**config.mk**
```make
export PLATFORM = sky130hd
export DESIGN_NAME = guess_carry_adder
export DESIGN_NICKNAME = d
export VERILOG_FILES = /design/src/rtl/gca_pkg.sv /design/src/rtl/gca_half_add.sv /design/src/rtl/gca_ctrl.sv /design/src/rtl/guess_carry_adder.sv
export SDC_FILE = /design/constraint.sdc
export NUM_CORES = 1
export LEC_CHECK = 0
export BUFFER_PORTS_ARGS = -buffer_cell sky130_fd_sc_hd__buf_4
export CAP_MARGIN = 20
export CORE_ASPECT_RATIO = 1.2
export CORE_MARGIN = 3
export CORE_UTILIZATION = 45
export DETAILED_ROUTE_END_ITERATION = 7
export PLACE_DENSITY = 0.79
export SYNTH_ARGS = -nofsm -noshare
export SYNTH_HDL_FRONTEND = slang
export SYNTH_HIERARCHICAL = 1
export SYNTH_SLANG_ARGS = --single-unit
```
**constraint.sdc**
```tcl
create_clock -name clk -period 5.2 [get_ports clk]
set_clock_uncertainty 0.1 [all_clocks]
set_input_delay 0.78 -clock clk [delete_from_list [all_inputs] [get_ports clk]]
set_output_delay 0.78 -clock clk [all_outputs]
set_load 0.02 [all_outputs]
```
**src/rtl/gca_pkg.sv**
```systemverilog
`timescale 1ns/1ps
package gca_pkg;
  typedef enum logic {
    ST_IDLE = 1'b0,
    ST_FIX  = 1'b1
  } gca_state_e;
endpackage

```
**src/rtl/gca_half_add.sv**
```systemverilog
`timescale 1ns/1ps
// Plain ripple-style half-word adder with carry in and out.
module gca_half_add #(
  parameter int W = 8
) (
  input  logic [W-1:0] x,
  input  logic [W-1:0] y,
  input  logic         ci,
  output logic [W-1:0] s,
  output logic         co
);
  logic [W:0] tot;
  always_comb begin
    tot = {1'b0, x} + {1'b0, y} + {{W{1'b0}}, ci};
    s   = tot[W-1:0];
    co  = tot[W];
  end
endmodule

```
**src/rtl/gca_ctrl.sv**
```systemverilog
`timescale 1ns/1ps
// Accept / repair sequencer.
module gca_ctrl
  import gca_pkg::*;
(
  input  logic clk,
  input  logic rst,
  input  logic start,
  input  logic lo_co,
  output logic accept,
  output logic fix,
  output logic complete
);
  gca_state_e st_q;

  always_comb begin
    accept   = start && (st_q == ST_IDLE);
    fix      = (st_q == ST_FIX);
    complete = (accept && !lo_co) || fix;
  end

  always_ff @(posedge clk) begin
    if (rst) begin
      st_q <= ST_IDLE;
    end else if (fix) begin
      st_q <= ST_IDLE;
    end else if (accept && lo_co) begin
      st_q <= ST_FIX;
    end
  end
endmodule

```
**src/rtl/guess_carry_adder.sv**
```systemverilog
`timescale 1ns/1ps
module guess_carry_adder #(
  parameter int WIDTH = 16
) (
  input  logic             clk,
  input  logic             rst,
  input  logic             start,
  input  logic [WIDTH-1:0] a,
  input  logic [WIDTH-1:0] b,
  input  logic             cin,
  output logic [WIDTH-1:0] sum,
  output logic             cout,
  output logic             done,
  output logic             miss
);
  localparam int LO_W = WIDTH / 2;
  localparam int HI_W = WIDTH - LO_W;

  logic            accept, fix, complete;
  logic [LO_W-1:0] lo_s;
  logic            lo_co;
  logic [HI_W-1:0] hi_x, hi_y, hi_s;
  logic            hi_ci, hi_co;
  logic [HI_W-1:0] hi_a_q, hi_b_q;
  logic [LO_W-1:0] lo_s_q;
  logic            busy_w;

  gca_ctrl u_ctrl (
    .clk      (clk),
    .rst      (rst),
    .start    (start),
    .lo_co    (lo_co),
    .accept   (accept),
    .fix      (fix),
    .complete (complete)
  );

  // Low half: always the live operands with the true carry-in.
  gca_half_add #(.W(LO_W)) u_lo (
    .x  (a[LO_W-1:0]),
    .y  (b[LO_W-1:0]),
    .ci (cin),
    .s  (lo_s),
    .co (lo_co)
  );

  // Single high-half adder: guessed carry 0 on accept, carry 1 on repair.
  always_comb begin
    hi_x  = fix ? hi_a_q : a[WIDTH-1:LO_W];
    hi_y  = fix ? hi_b_q : b[WIDTH-1:LO_W];
    hi_ci = fix;
  end

  gca_half_add #(.W(HI_W)) u_hi (
    .x  (hi_x),
    .y  (hi_y),
    .ci (hi_ci),
    .s  (hi_s),
    .co (hi_co)
  );

  assign busy_w = fix;

  // Operand capture for the repair pass.
  always_ff @(posedge clk) begin
    if (rst) begin
      hi_a_q <= '0;
      hi_b_q <= '0;
      lo_s_q <= '0;
    end else if (accept) begin
      hi_a_q <= a[WIDTH-1:LO_W];
      hi_b_q <= b[WIDTH-1:LO_W];
      lo_s_q <= lo_s;
    end
  end

  // Registered results.
  always_ff @(posedge clk) begin
    if (rst) begin
      sum  <= '0;
      cout <= 1'b0;
      done <= 1'b0;
      miss <= 1'b0;
    end else begin
      done <= complete;
      if (complete) begin
        sum  <= {hi_s, (fix ? lo_s_q : lo_s)};
        cout <= hi_co;
        miss <= fix;
      end
    end
  end
endmodule

```
==> flow_metrics.tcl <==
set metrics [dict create \
    status "completed" \
    rsz0062_at_grt "false" \
    wl_per_cell_microns 13.72 \
    first_global_vias 1865 \
    reg2reg_depth 9 \
    synth.top_cell.area_share 0.3518 \
    io_pins 55 \
    startpoint "b[0]" \
    crit_fanout 27 \
    num_antenna_cells 0 \
    crit_path_start_kind "primary input" \
    die_w_microns 74.09 \
    slowest_delay_ps 510 \
    port-buffer-count 54 \
    cp.required_ps 5290 \
    gr-total-overflow 0 \
    root_buffer "clkbuf_8" \
    synthFlopType "dfxtp_1" \
    p_leak_nw 1.350 \
    max-cap-violations 0 \
    max_freq_mhz 315.3 \
    cpMostUsedCell "fa_1" \
    ir_drop_mv 0.1249 \
    synth_edf_count 0 \
    cts_buffer_depth 2 \
    fin_area_sq_um 2988 \
    htreeDepth 2 \
    min_period_ps 3172 \
    via_per_inst 5.423 \
    hold_path.class "reg -> reg" \
    synth_seq_cells 44 \
    cts_tree "done" \
    grt_pass1_wl_microns 8197 \
    clkLatencyLatePin_ps 290 \
    synth_fp_nets 307 \
    hold_viol_final 0 \
    placedInstanceArea_sq_um 2898 \
    timing.rr.end "sum[15]" \
    yosysTopAreaCell "dfxtp_1" \
    initial_core_util 0.4694 \
    arrival_ps 3260 \
    drive_gt1_frac 0.2781 \
    period_share 0.6100 \
    vias 1974 \
    worstMarginPinSlew_ps 926.9 \
    grt_max_degree 45 \
    fin_util 0.5602 \
    synth.yosys.seq_area_share 0.3518 \
    finalMaxSlewViolations 0 \
    yosys_warnings 6 \
    crit-reg2reg-launch "u_ctrl/fix" \
    core_sq_um 5334 \
    die_h_microns 87.71 \
    antenna_found_initial 0 \
    drt.antenna.violating_nets 0 \
    async_reset_ff_frac 0 \
    drt_iter0_markers 54 \
    clk_pin_slew_ps 80 \
    cts_buffers 5 \
    syn_inst 253 \
    drc 0 \
    hold_path_startpoint "hi_a_q[2]" \
    drt_pass1_iterations 4 \
    hpwl_microns 3659 \
    postCtsResizedCells 0 \
    critPathCaptureType "flop" \
    cts_hold_buf 0 \
    dieArea_sq_um 6498 \
    slowest_stage "a21o_2" \
    layout.nets 355 \
    gp_congestion 0.7173 \
    slew_headroom 0.3807 \
    crit_type "in -> reg" \
    synth.cell_area_sq_um 2504 \
    avgSynthCellArea_sq_um 9.896 \
    p_per_area_nw_per_um2 297.4 \
    multi_input_area_sq_um 1500 \
    track_usage 0.1598 \
    path_cells "buf_4, fa_1, fa_1, a21oi_1, o21a_1, o21ai_0, inv_1, a21o_2, nor2_1, a211oi_1" \
    hold_path_depth 2 \
    tns_ps 0 \
    whs_endpoint "hi_a_q[2]" \
    finalSetupViolCount 0 \
    placementRows 29 \
    area_delta_synth_final_pct 19.34 \
    cts.sinks 44 \
    drt_wl_total_microns 4994 \
    r2r_setup_slack_ps 2380 \
    regArea_sq_um 880.8 \
    nFillCells 495 \
    synth_cell_types 38 \
    synth.top_cells.by_area "dfxtp_1, mux2i_1, mux2_2" \
    synth_commonest_cells "dfxtp_1, nor2_1, mux2i_1" \
    cts_setup_buffers 0 \
]
## worst max-delay path, delay by kind of cell
family	cells	cell delay, ps
AO/OA/AOI/OAI	5	1280
adder cells (fa/ha/maj)	2	880
AND/OR/NAND/NOR	1	110
buffers and inverters	2	210
## final cells by class
type                    count  share of cell area
multi-input cells         188              0.5021
flip-flops and latches     44              0.2948
repair buffers             55              0.1382
clock buffers               8             0.03015
well taps                  62             0.02596
inverters                   7            0.008794
## cells in the final DEF, fill, tap and decap left out, types with 5 or more instances in the layout
master and instances:
inv_1 5, mux2_2 16, buf_4 55, mux2i_1 43, dfxtp_1 44, clkbuf_8 6, nand2_1 5, nor2_1 44
a21oi_1 9, a211oi_1 8, ha_1 14
## report_power, final
part	leakage (nW)	internal, mW	switching [mW]
combinational	0.942	0.135	0.145
clock	0.0455	0.108	0.109
sequential	0.363	0.371	0.0194
## flip-flops by register name, summed over array words and instances, names as in the netlist
register	cells
sum	16
hi_a_q	8
miss	1
lo_s_q	8
cout	1
hi_b_q	8
done	1
u_ctrl/fix	1
## per-layer routing
layer / GRT usage / up-vias / routed length, microns
met2: 0.2798 / 48 / 2432
li1: - / 989 / -
met1: 0.1904 / 930 / 2217
met5: 0 / - / 0
met3: 0.03444 / 7 / 267
met4: 0.05601 / 0 / 76
## worst max-delay path by stage
stage,to,slack (ps),depth (start not counted)
2_1_floorplan,sum[10],2170,11
3_3_place_gp,sum[13],1830,10
3_5_place_dp,sum[12],1760,10
4_1_cts,sum[6],2030,10
5_1_grt,sum[6],1810,10
6_report,sum[6],2030,10
## logic make-up (layout without fill, tap and decap cells)
logic type / count (synthesis) / after routing / share of synthesized area
adder cells (fa/ha/maj): 18 / 18 / 0.1020
XOR/XNOR: 8 / 8 / 0.02798
multiplexers: 59 / 59 / 0.2439
flip-flops: 44 / 44 / 0.3518
buffers and inverters: 21 / 70 / 0.04898
AO/OA/AOI/OAI: 36 / 36 / 0.1045
AND/OR/NAND/NOR: 67 / 67 / 0.1209
## stage by stage
| stage | hold WS (ps) | setup WS, ps | power (mW) | std cells |
|---|---|---|---|---|
| final | 392.3 | 2028 | 0.8887 | 364 |
| after global routing | 416.2 | 1811 | 0.9456 | 364 |
| after CTS | 399.2 | 2025 | 0.8994 | 364 |
| after detailed placement | 379.8 | 1763 | 0.6804 | 356 |
| after global placement | 366.4 | 1832 | 0.6712 | 356 |
| after floorplan | 354.4 | 2169 | 0.5982 | 253 |
Note: power is estimated with default switching activity, not from simulation.
